<file path="src/rtl/bmdma_pkg.sv">
package bmdma_pkg;
    localparam int PAGE_W = 8;
    localparam int OFF_W  = 14;
    localparam int EXT_W  = PAGE_W + OFF_W;
    localparam int WORD_W = 24;
    localparam int BYTE_W = 8;
    localparam int REG_W  = 16;

    typedef enum logic [1:0] {
        FMT_PM24  = 2'b00,
        FMT_DM16  = 2'b01,
        FMT_DM8HI = 2'b10,
        FMT_DM8LO = 2'b11
    } fmt_e;

    typedef enum logic [2:0] {
        SEL_IADDR  = 3'd0,
        SEL_OFFSET = 3'd1,
        SEL_CTRL   = 3'd2,
        SEL_COUNT  = 3'd3,
        SEL_WAIT   = 3'd4,
        SEL_STATUS = 3'd5
    } sel_e;

    typedef enum logic [2:0] {
        S_IDLE  = 3'd0,
        S_FETCH = 3'd1,
        S_BYTE  = 3'd2,
        S_PUT   = 3'd3,
        S_STEP  = 3'd4
    } state_e;

    function automatic logic [1:0] bytes_per_word(input fmt_e f);
        unique case (f)
            FMT_PM24: return 2'd3;
            FMT_DM16: return 2'd2;
            default:  return 2'd1;
        endcase
    endfunction
endpackage

</file>
<file path="src/rtl/bmdma_regs.sv">
module bmdma_regs
    import bmdma_pkg::*;
#(
    parameter int IADDR_W = 14,
    parameter int CNT_W   = 14,
    parameter int WAIT_W  = 3
) (
    input  logic                clk,
    input  logic                rst_n,
    input  logic                reg_wr,
    input  logic [2:0]          reg_sel,
    input  logic [REG_W-1:0]    reg_wdata,
    output logic [REG_W-1:0]    reg_rdata,
    input  logic                busy,
    input  logic                byte_done,
    input  logic                word_done,
    output logic                start,
    output logic [IADDR_W-1:0]  iaddr,
    output logic [EXT_W-1:0]    ext_addr,
    output fmt_e                fmt,
    output logic                dir,
    output logic                halt_en,
    output logic [CNT_W-1:0]    count,
    output logic [WAIT_W-1:0]   wait_cnt
);
    logic wr_ok;

    assign wr_ok = reg_wr && !busy;
    assign start = wr_ok && (reg_sel == SEL_COUNT) && (reg_wdata[CNT_W-1:0] != '0);

    always_ff @(posedge clk) begin
        if (!rst_n) begin
            iaddr    <= '0;
            ext_addr <= '0;
            fmt      <= FMT_PM24;
            dir      <= 1'b0;
            halt_en  <= 1'b0;
            count    <= '0;
            wait_cnt <= '0;
        end else if (wr_ok) begin
            unique case (reg_sel)
                SEL_IADDR:  iaddr <= reg_wdata[IADDR_W-1:0];
                SEL_OFFSET: ext_addr[OFF_W-1:0] <= reg_wdata[OFF_W-1:0];
                SEL_CTRL: begin
                    ext_addr[EXT_W-1:OFF_W] <= reg_wdata[REG_W-1:REG_W-PAGE_W];
                    halt_en <= reg_wdata[3];
                    dir     <= reg_wdata[2];
                    fmt     <= fmt_e'(reg_wdata[1:0]);
                end
                SEL_COUNT:  count    <= reg_wdata[CNT_W-1:0];
                SEL_WAIT:   wait_cnt <= reg_wdata[WAIT_W-1:0];
                default: ;
            endcase
        end else begin
            if (byte_done) ext_addr <= ext_addr + EXT_W'(1);
            if (word_done) begin
                iaddr <= iaddr + IADDR_W'(1);
                count <= count - CNT_W'(1);
            end
        end
    end

    always_comb begin
        unique case (reg_sel)
            SEL_IADDR:  reg_rdata = REG_W'(iaddr);
            SEL_OFFSET: reg_rdata = REG_W'(ext_addr[OFF_W-1:0]);
            SEL_CTRL:   reg_rdata = {ext_addr[EXT_W-1:OFF_W], 4'b0000, halt_en, dir, fmt};
            SEL_COUNT:  reg_rdata = REG_W'(count);
            SEL_WAIT:   reg_rdata = REG_W'(wait_cnt);
            SEL_STATUS: reg_rdata = REG_W'(busy);
            default:    reg_rdata = '0;
        endcase
    end


    count_step_chk: assert property (@(posedge clk) disable iff (!rst_n)
        ($past(busy) && busy && (count != $past(count))) |-> (count == $past(count) - CNT_W'(1)));


    locked_ext_chk: assert property (@(posedge clk) disable iff (!rst_n)
        ($past(busy) && !$past(byte_done)) |-> $stable(ext_addr));
endmodule

</file>
<file path="src/rtl/bmdma_pack.sv">
module bmdma_pack
    import bmdma_pkg::*;
(
    input  logic               clk,
    input  logic               rst_n,
    input  fmt_e               fmt,
    input  logic [1:0]         byte_idx,
    input  logic               load_byte,
    input  logic [BYTE_W-1:0]  bm_rdata,
    input  logic               cap_word,
    input  logic [WORD_W-1:0]  im_rdata,
    output logic [WORD_W-1:0]  asm_word,
    output logic [BYTE_W-1:0]  out_byte
);
    logic [WORD_W-1:0] hold;
    logic [1:0]        pos;

    always_ff @(posedge clk) begin
        if (!rst_n)         hold <= '0;
        else if (cap_word)  hold <= im_rdata;
        else if (load_byte) hold <= {hold[WORD_W-BYTE_W-1:0], bm_rdata};
    end

    always_comb begin
        unique case (fmt)
            FMT_PM24:  asm_word = hold;
            FMT_DM16:  asm_word = {8'h00, hold[15:0]};
            FMT_DM8HI: asm_word = {8'h00, hold[7:0], 8'h00};
            default:   asm_word = {16'h0000, hold[7:0]};
        endcase
    end

    always_comb begin
        unique case (fmt)
            FMT_PM24:  pos = 2'd2 - byte_idx;
            FMT_DM16:  pos = 2'd1 - byte_idx;
            FMT_DM8HI: pos = 2'd1;
            default:   pos = 2'd0;
        endcase
        out_byte = hold[{pos, 3'b000} +: BYTE_W];
    end
endmodule

</file>
<file path="src/rtl/bmdma_seq.sv">
module bmdma_seq
    import bmdma_pkg::*;
#(
    parameter int CNT_W  = 14,
    parameter int WAIT_W = 3
) (
    input  logic              clk,
    input  logic              rst_n,
    input  logic              start,
    input  fmt_e              fmt,
    input  logic              dir,
    input  logic [CNT_W-1:0]  count,
    input  logic [WAIT_W-1:0] wait_cnt,
    input  logic              im_gnt,
    output logic              busy,
    output logic              bm_rd,
    output logic              bm_wr,
    output logic              im_req,
    output logic              im_we,
    output logic              byte_done,
    output logic              word_done,
    output logic              load_byte,
    output logic              cap_word,
    output logic [1:0]        byte_idx,
    output logic              irq
);
    state_e            state, state_nx;
    logic [WAIT_W-1:0] wcnt;
    logic [1:0]        nbytes;
    logic              last_cycle, last_byte, last_word;

    assign nbytes     = bytes_per_word(fmt);
    assign last_cycle = (state == S_BYTE) && (wcnt == wait_cnt);
    assign last_byte  = (byte_idx == nbytes - 2'd1);
    assign last_word  = (count == CNT_W'(1));

    always_comb begin
        state_nx = state;
        unique case (state)
            S_IDLE:  if (start) state_nx = dir ? S_FETCH : S_BYTE;
            S_FETCH: if (im_gnt) state_nx = S_BYTE;
            S_BYTE:  if (last_cycle && last_byte) state_nx = dir ? S_STEP : S_PUT;
            S_PUT:   if (im_gnt) state_nx = S_STEP;
            S_STEP:  state_nx = last_word ? S_IDLE : (dir ? S_FETCH : S_BYTE);
            default: state_nx = S_IDLE;
        endcase
    end

    always_ff @(posedge clk) begin
        if (!rst_n) begin
            state    <= S_IDLE;
            wcnt     <= '0;
            byte_idx <= 2'd0;
            irq      <= 1'b0;
        end else begin
            state <= state_nx;
            irq   <= (state == S_STEP) && last_word;
            if (state != S_BYTE || last_cycle) wcnt <= '0;
            else                               wcnt <= wcnt + WAIT_W'(1);
            if (state == S_IDLE || state == S_STEP) byte_idx <= 2'd0;
            else if (last_cycle && !last_byte)      byte_idx <= byte_idx + 2'd1;
        end
    end

    always_comb begin
        busy      = (state != S_IDLE);
        bm_rd     = (state == S_BYTE) && !dir;
        bm_wr     = (state == S_BYTE) && dir;
        im_req    = (state == S_FETCH) || (state == S_PUT);
        im_we     = (state == S_PUT);
        byte_done = last_cycle;
        load_byte = last_cycle && !dir;
        cap_word  = (state == S_FETCH) && im_gnt;
        word_done = (state == S_STEP);
    end


    req_hold_chk: assert property (@(posedge clk) disable iff (!rst_n)
        (im_req && !im_gnt) |=> im_req);


    done_irq_chk: assert property (@(posedge clk) disable iff (!rst_n)
        $fell(busy) |-> irq);


    irq_pulse_chk: assert property (@(posedge clk) disable iff (!rst_n)
        irq |=> !irq);


    byte_range_chk: assert property (@(posedge clk) disable iff (!rst_n)
        (state == S_BYTE) |-> (byte_idx < nbytes));
endmodule

</file>
<file path="src/rtl/bytemem_dma.sv">
module bytemem_dma
    import bmdma_pkg::*;
#(
    parameter int IADDR_W = 14,
    parameter int CNT_W   = 14,
    parameter int WAIT_W  = 3
) (
    input  logic                clk,
    input  logic                rst_n,
    input  logic                reg_wr,
    input  logic [2:0]          reg_sel,
    input  logic [15:0]         reg_wdata,
    output logic [15:0]         reg_rdata,
    output logic [21:0]         bm_addr,
    output logic                bm_rd,
    output logic                bm_wr,
    output logic [7:0]          bm_wdata,
    input  logic [7:0]          bm_rdata,
    output logic                im_req,
    output logic                im_we,
    output logic                im_pm,
    output logic [IADDR_W-1:0]  im_addr,
    output logic [23:0]         im_wdata,
    input  logic [23:0]         im_rdata,
    input  logic                im_gnt,
    output logic                cpu_halt,
    output logic                irq_done
);
    logic              busy, start, byte_done, word_done, load_byte, cap_word;
    logic              dir, halt_en;
    fmt_e              fmt;
    logic [1:0]        byte_idx;
    logic [CNT_W-1:0]  count;
    logic [WAIT_W-1:0] wait_cnt;
    logic [EXT_W-1:0]  ext_addr;

    bmdma_regs #(.IADDR_W(IADDR_W), .CNT_W(CNT_W), .WAIT_W(WAIT_W)) u_regs (
        .clk(clk), .rst_n(rst_n), .reg_wr(reg_wr), .reg_sel(reg_sel),
        .reg_wdata(reg_wdata), .reg_rdata(reg_rdata), .busy(busy),
        .byte_done(byte_done), .word_done(word_done), .start(start),
        .iaddr(im_addr), .ext_addr(ext_addr), .fmt(fmt), .dir(dir),
        .halt_en(halt_en), .count(count), .wait_cnt(wait_cnt)
    );

    bmdma_seq #(.CNT_W(CNT_W), .WAIT_W(WAIT_W)) u_seq (
        .clk(clk), .rst_n(rst_n), .start(start), .fmt(fmt), .dir(dir),
        .count(count), .wait_cnt(wait_cnt), .im_gnt(im_gnt), .busy(busy),
        .bm_rd(bm_rd), .bm_wr(bm_wr), .im_req(im_req), .im_we(im_we),
        .byte_done(byte_done), .word_done(word_done), .load_byte(load_byte),
        .cap_word(cap_word), .byte_idx(byte_idx), .irq(irq_done)
    );

    bmdma_pack u_pack (
        .clk(clk), .rst_n(rst_n), .fmt(fmt), .byte_idx(byte_idx),
        .load_byte(load_byte), .bm_rdata(bm_rdata), .cap_word(cap_word),
        .im_rdata(im_rdata), .asm_word(im_wdata), .out_byte(bm_wdata)
    );

    assign bm_addr  = ext_addr;
    assign im_pm    = (fmt == FMT_PM24);
    assign cpu_halt = busy && halt_en;


    im_stable_chk: assert property (@(posedge clk) disable iff (!rst_n)
        (im_req && !im_gnt) |=> ($stable(im_addr) && $stable(im_wdata)));


    bm_addr_hold_chk: assert property (@(posedge clk) disable iff (!rst_n)
        ((bm_rd || bm_wr) && $past(bm_rd || bm_wr) && !$past(byte_done)) |-> $stable(bm_addr));


    strobe_excl_chk: assert property (@(posedge clk) disable iff (!rst_n)
        !(bm_rd && bm_wr));
endmodule

</file>
<file path="config.mk">
export PLATFORM = sky130hd
export DESIGN_NAME = bytemem_dma
export DESIGN_NICKNAME = d
export VERILOG_FILES = /design/src/rtl/bmdma_pkg.sv /design/src/rtl/bmdma_regs.sv /design/src/rtl/bmdma_pack.sv /design/src/rtl/bmdma_seq.sv /design/src/rtl/bytemem_dma.sv
export SDC_FILE = /design/constraint.sdc
export NUM_CORES = 1
export LEC_CHECK = 0
export BUFFER_PORTS_ARGS = -buffer_cell sky130_fd_sc_hd__buf_4
export CAP_MARGIN = 15
export CORE_MARGIN = 5
export CORE_UTILIZATION = 40
export CTS_CLUSTER_SIZE = 20
export DETAILED_ROUTE_END_ITERATION = 8
export PLACE_DENSITY = 0.73
export SYNTH_ARGS = -nofsm -noshare
export SYNTH_HDL_FRONTEND = slang
export SYNTH_HIERARCHICAL = 1
export SYNTH_SLANG_ARGS = --single-unit
</file>
<file path="constraint.sdc">
create_clock -name clk -period 2.7 [get_ports clk]
set_input_delay 0.54 -clock clk [delete_from_list [all_inputs] [get_ports clk]]
set_output_delay 0.54 -clock clk [all_outputs]
set_load 0.005 [all_outputs]
</file>
After elaboration in Yosys (flattened, before gate mapping)
Index checks and enable logic that the tools add are counted.
{ "op_classes": {"n_shift": 1, "n_reduce_logical": 35, "n_lt_le_gt_ge": 0, "bitwise": 1, "multipliers": 0, "add_sub_neg": 8, "div": 0, "muxes": 24, "eq_ne": 23} }
{ "ops": {"columns": ["cell", "count"], "rows": [
  ["14-bit 2-to-1 mux", 7],
  ["16-bit one-hot mux with 6 select lines", 1],
  ["24-bit one-hot mux with 3 select lines", 1],
  ["24-bit 2-to-1 mux", 2],
  ["22-bit 2-to-1 mux", 2],
  ["24-bit by 6-bit indexed part select with 8-bit output", 1],
  ["22-bit by 1-bit adder with 22-bit output (second input constant)", 1],
  ["3-bit 2-to-1 mux", 6],
  ["3-bit one-hot mux with 5 select lines", 1],
  ["14-bit by 1-bit adder with 14-bit output (second input constant)", 1],
  ["14-bit by 1-bit == test with 1-bit output (second input constant)", 1],
  ["2-bit inequality test (second input constant)", 7],
  ["14-bit nonzero test", 1],
  ["14-bit by 1-bit subtractor with 14-bit output (second input constant)", 1],
  ["3-bit by 2-bit == test with 1-bit output (second input constant)", 4],
  ["1-bit logical AND", 12],
  ["2-bit AND reduction", 6],
  ["3-bit == test (second input constant)", 3],
  ["8-bit 2-to-1 mux", 1],
  ["3-bit by 1-bit == test with 1-bit output (second input constant)", 2],
  ["3-bit logical NOT", 2],
  ["2-bit one-hot mux with 3 select lines", 1],
  ["2-bit nonzero test", 3],
  ["2-bit one-hot mux with 2 select lines", 1],
  ["other kinds (19)", 24]
]} }
{ "totals": {"ramBits": 0, "wordCells": 105, "output_inout_bits": 91, "latch_bits": 0, "memories": 0, "ff_bits": 90, "romBits": 0, "inputBits": 55} }

Longest topological paths before layout
{ "depth": {"ltp_word": 7, "ltp_mapped": 9} }

Modules after synthesis
Netlist, hierarchy kept.
{ "by_module_without_submodules": {"columns": ["module", "instances", "area_each_um2", "seq_area_each_um2", "cells_each"], "rows": [
  ["bmdma_regs", 1, 3960.0, 1141.1, 502],
  ["bmdma_pack", 1, 1740.4, 480.5, 219],
  ["bmdma_seq", 1, 651.9, 180.2, 77],
  ["bytemem_dma", 1, 10.0, 0.0, 2]
]} }

Least setup slack after synthesis
No wires, ideal clock.
{ "synth_path": {"kind": "register to register", "start": "register u_seq.state[1]", "end": "register u_seq.state[2]", "required_time_ns": 2.613, "slack_ns": 0.352, "path_stages_with_launch": 10, "path_buffers": 1, "arrival_time_ns": 2.261, "period_less_slack_ns": 2.348, "cell_sequence": "dfxtp_1 > clkbuf_1 > or3_1 > nor3b_2 > nand2_1 > a31oi_1 > or3_1 > a21oi_1 > a221o_1 > nor4b_2"} }
{ "synth_between": {"elab_chain_len": 7, "word_cells_on_any_way": 18, "classes_between": "eq/ne: 8; mux: 1; reduce/logical: 9"} }
{ "synth_lines": {"columns": ["item", "line", "text"], "rows": [
  ["start, declared", "bmdma_seq.sv:27", "state_e state, state_nx;"],
  ["start signal, assigned", "bmdma_seq.sv:56", "state <= state_nx;"],
  ["3-bit nonzero test", "bmdma_seq.sv:66", "busy = (state != S_IDLE);"],
  ["via busy", "bytemem_dma.sv:29", "logic busy, start, byte_done, word_done, load_byte, cap_word;"],
  ["1-bit logical NOT", "bmdma_regs.sv:28", "assign wr_ok = reg_wr && !busy;"],
  ["1-bit logical AND", "bmdma_regs.sv:28", null],
  ["1-bit logical AND (2 in series)", "bmdma_regs.sv:29", "assign start = wr_ok && (reg_sel == SEL_COUNT) && (reg_wdata[CNT_W-1:0] != '0);"],
  ["via start", "bytemem_dma.sv:29", null],
  ["2-bit inequality test (no line)", null, null],
  ["4-bit AND reduction (no line)", null, null]
]} }
The timed path passes the listed nets, and every way through them passes these cells.
A chain may end at the register's enable or synchronous reset.

Worst setup path in the final report
{ "layout_path": {"start": "register u_seq.state[2]", "end": "output reg_rdata[0]"} }
{ "layout_between": {"elab_chain_len": 2} }
{ "layout_lines": {"columns": ["item", "line", "text"], "rows": [
  ["3-bit nonzero test", "bmdma_seq.sv:66", null],
  ["via busy", "bytemem_dma.sv:29", null],
  ["16-bit one-hot mux with 6 select lines", "bmdma_regs.sv:64", "unique case (reg_sel)"],
  ["end, declared", "bytemem_dma.sv:13", "output logic [15:0] reg_rdata,"]
]} }
The timed path passes the listed nets, and every way through them passes these cells.

==> run summary <==
Outcome -> finished, final reports clean
Critical Path End Type -> primary output
PwrDens -> 579 nW/um^2
Hold Crit Depth -> 1
DRC violations left -> 0
Post-Syn Area per Cell -> 7.95 sq um
GRT Util Overall -> 23.7%
Syn. warnings -> 6
R2R depth -> 7
Final Cycle Share -> 97.0%
Filler instances -> 1,577
Hold Crit Start -> u_seq/wcnt[0]
Fin. Hold Viols -> 0
Synth top area share -> 28.3%
DIE HEIGHT -> 136 um
Post_cts resized -> 1
WP data arrival -> 2.08 ns
Placer congestion estimate -> 0.956
Postcts setup bufs -> 0
CTS max path bufs -> 2
Post-Route WL -> 22,500 um
Max rail drop VDD -> 0.000378 V
Layout cell share with drive strength beyond 1 -> 24.8%
Critical-path top delay cell -> mux4_2
First-pass GRT wire length -> 35,000 um
Register area share after synthesis -> 28.3%
Clock transition at path regs -> 0.07 ns
Total congestion overflow -> 0
Reg-to-reg setup timing slack -> 0.27 ns
Max_cap viols -> 0
Critical Path Source Type -> register
Initial Utilization -> 40.3%
Synth area leaders -> dfxtp_1 (28%), mux2i_1 (6.6%), and2_1 (5.8%)
Final TNS setup -> 0 ns
Initial antenna violation count -> 0
Metal-1 WL -> 9430 um
Flops & latches, synth -> 90
Cell taking the most area after synthesis -> dfxtp_1
Largest net degree at the start of global routing -> 49
CTS H-tree depth -> 3
Total core area -> 15,800 sq um
I/O pin cnt -> 146
Post-synth EDFFs -> 0
Synth top cells by count -> dfxtp_1 (90), nand2_1 (71), and2_1 (59)
Hold endpoint -> u_seq/wcnt[0]
Met3 WL -> 2150 um
Worst Path Max Fanout -> 8
Hold Path Class -> reg2reg
Number of clock sinks -> 90
Number of unique standard cell types used by synthesis -> 83
Number of routed nets with antenna violations -> 0
Final instance area -> 7980 sq um
CTS buffer count -> 9
Reg2reg start -> u_seq/state[0]
Critical R2R Capture -> u_regs/iaddr[10]
Skew-Pair Late Insertion Delay -> 0.35 ns
FP Rows -> 46
Fmax -> 0.382 GHz
First-pass detailed-route iteration total -> 5
CTS tree -> done
CP cell instances -> or3_4, mux4_2, mux2_2, buf_4
Vias in the first global route -> 6,513
Drt initial violations -> 844
Hold buffer count at CTS -> 0
Die Wd -> 136 um
RSZ-0062 raised after global routing -> false
Dpl cell area -> 7690 sq um
Top-count cell post-synth -> dfxtp_1
DR vias/cell -> 6.13
Highest routed layer -> met4
P&R area growth vs syn -> 25.5%
Clk_skew -> 0.0102 ns
Met2 wire len -> 10,400 um
Root Buffer -> clkbuf_16
Mapped Area -> 6360 sq um
Pwr Total -> 4620 uW
Die Footprint -> 18,500 sq um
# setup viols final -> 0
Critical Path RT -> 2.16 ns
Fraction of registers with async set/reset -> 0%
Synth Instances -> 800
Minimum clock period -> 2.62 ns
Worst rel slew slack -> 58.3%
DP HPWL -> 16,900 um
CP startpoint -> u_seq/state[2]
Setup CP Type -> reg2out
Avg WL per Cell -> 19.6 um
Max incr delay on CP -> 0.49 ns
Synth Net Count -> 859
Tightest Pin Transition -> 0.617 ns
Via count -> 7,041
ANT cells -> 0
Fin nets -> 987
Primary FF master, synth -> dfxtp_1
I/O Buffers -> 145
Pleak -> 0.00304 uW
Pins Over Slew Limit -> 0
==> routing by layer <==
layer / global-route usage (%) / up-vias
met5: 0 / -
met3: 4.48 / 52
li1: - / 3258
met2: 37.3 / 383
met4: 8.01 / 0
met1: 32.6 / 3348
==> flip-flops by register name, indices dropped and copies added, names as in the netlist <==
| signal | cells |
|---|---|
| u_seq/wcnt | 3 |
| u_pack/hold | 24 |
| u_regs/fmt | 2 |
| u_seq/irq | 1 |
| u_regs/count | 14 |
| u_seq/byte_idx | 2 |
| u_regs/ext_addr | 22 |
| u_regs/dir | 1 |
| u_regs/iaddr | 14 |
| u_regs/wait_cnt | 3 |
| u_seq/state | 3 |
| u_regs/halt_en | 1 |
==> cell usage in the layout (no fill, tap or decap), types with 6 or more instances in the layout <==
cell type / count
a22oi_1: 7
inv_1: 23
nor2b_1: 14
nor2_1: 49
and3_1: 9
and2_1: 59
nand3_1: 24
nand2_1: 71
nand4_1: 14
a221o_1: 10
o211ai_1: 6
or3_1: 6
o21ai_0: 57
mux2i_1: 42
nor4_1: 13
buf_4: 175
nand2b_1: 7
mux4_2: 7
clkbuf_16: 9
nor3_1: 22
nand3b_1: 12
a21oi_1: 44
a311oi_1: 6
a22o_1: 12
o22ai_1: 6
dfxtp_1: 90
a31oi_1: 20
==> through the flow <==
| stage | utilization [%] | std cells | setup WS [ns] | hold slack [ns] |
|---|---|---|---|---|
| 2_1_floorplan | - | 800 | 0.352 | 0.428 |
| 3_3_place_gp | 48.8 | 1133 | 0.379 | 0.443 |
| 3_5_place_dp | 48.8 | 1133 | 0.319 | 0.451 |
| 4_1_cts | 50.6 | 1149 | 0.0755 | 0.462 |
| 5_1_grt | 50.6 | 1149 | 0.0214 | 0.467 |
| 6_report | 50.6 | 1149 | 0.0807 | 0.466 |
==> where the power goes <==
part	switching, uW	internal (uW)	total [uW]
sequential	191	1430	1620
clock	603	641	1240
combinational	953	802	1750
total	1750	2870	4620
==> worst max-delay path, delay by kind of cell (launching register included) <==
| family | cells | cell delay, ns |
|---|---|---|
| buffers and inverters | 1 | 0.14 |
| AND/OR/NAND/NOR | 1 | 0.45 |
| flip-flops | 1 | 0.38 |
| multiplexers | 2 | 0.76 |
==> worst max-delay path by stage <==
stage                       to  slack, ns
5_1_grt           reg_rdata[0]       0.02
4_1_cts           reg_rdata[0]       0.08
3_3_place_gp    u_seq/state[1]       0.38
2_1_floorplan   u_seq/state[2]       0.35
6_report          reg_rdata[0]       0.08
3_5_place_dp   u_regs/iaddr[9]       0.32
==> cell families (layout without fill, tap and decap cells) <==
| logic type | count (synthesis) | after routing | share of synthesized area (%) |
|---|---|---|---|
| simple gates | 341 | 341 | 30.2 |
| mux | 55 | 55 | 10.4 |
| compound gates | 224 | 224 | 24.1 |
| xor+xnor | 4 | 4 | 0.551 |
| buf+inv | 82 | 215 | 5.60 |
| flops | 90 | 90 | 28.3 |
| fa+ha+maj | 4 | 4 | 0.787 |
==> layout make-up <==
cell class                      instances  area [sq um]  share of cell area [%]
Clock buffer                            9           225                    2.82
Multi-Input combinational cell        628          4220                    52.9
Tap cell                              216           270                    3.39
Inverter                               24          90.1                    1.13
Timing Repair Buffer                  175          1310                    16.5
Sequential cell                        90          1800                    22.6
Clock inverter                          7          61.3                   0.768
(Power assumes the default switching activity.)
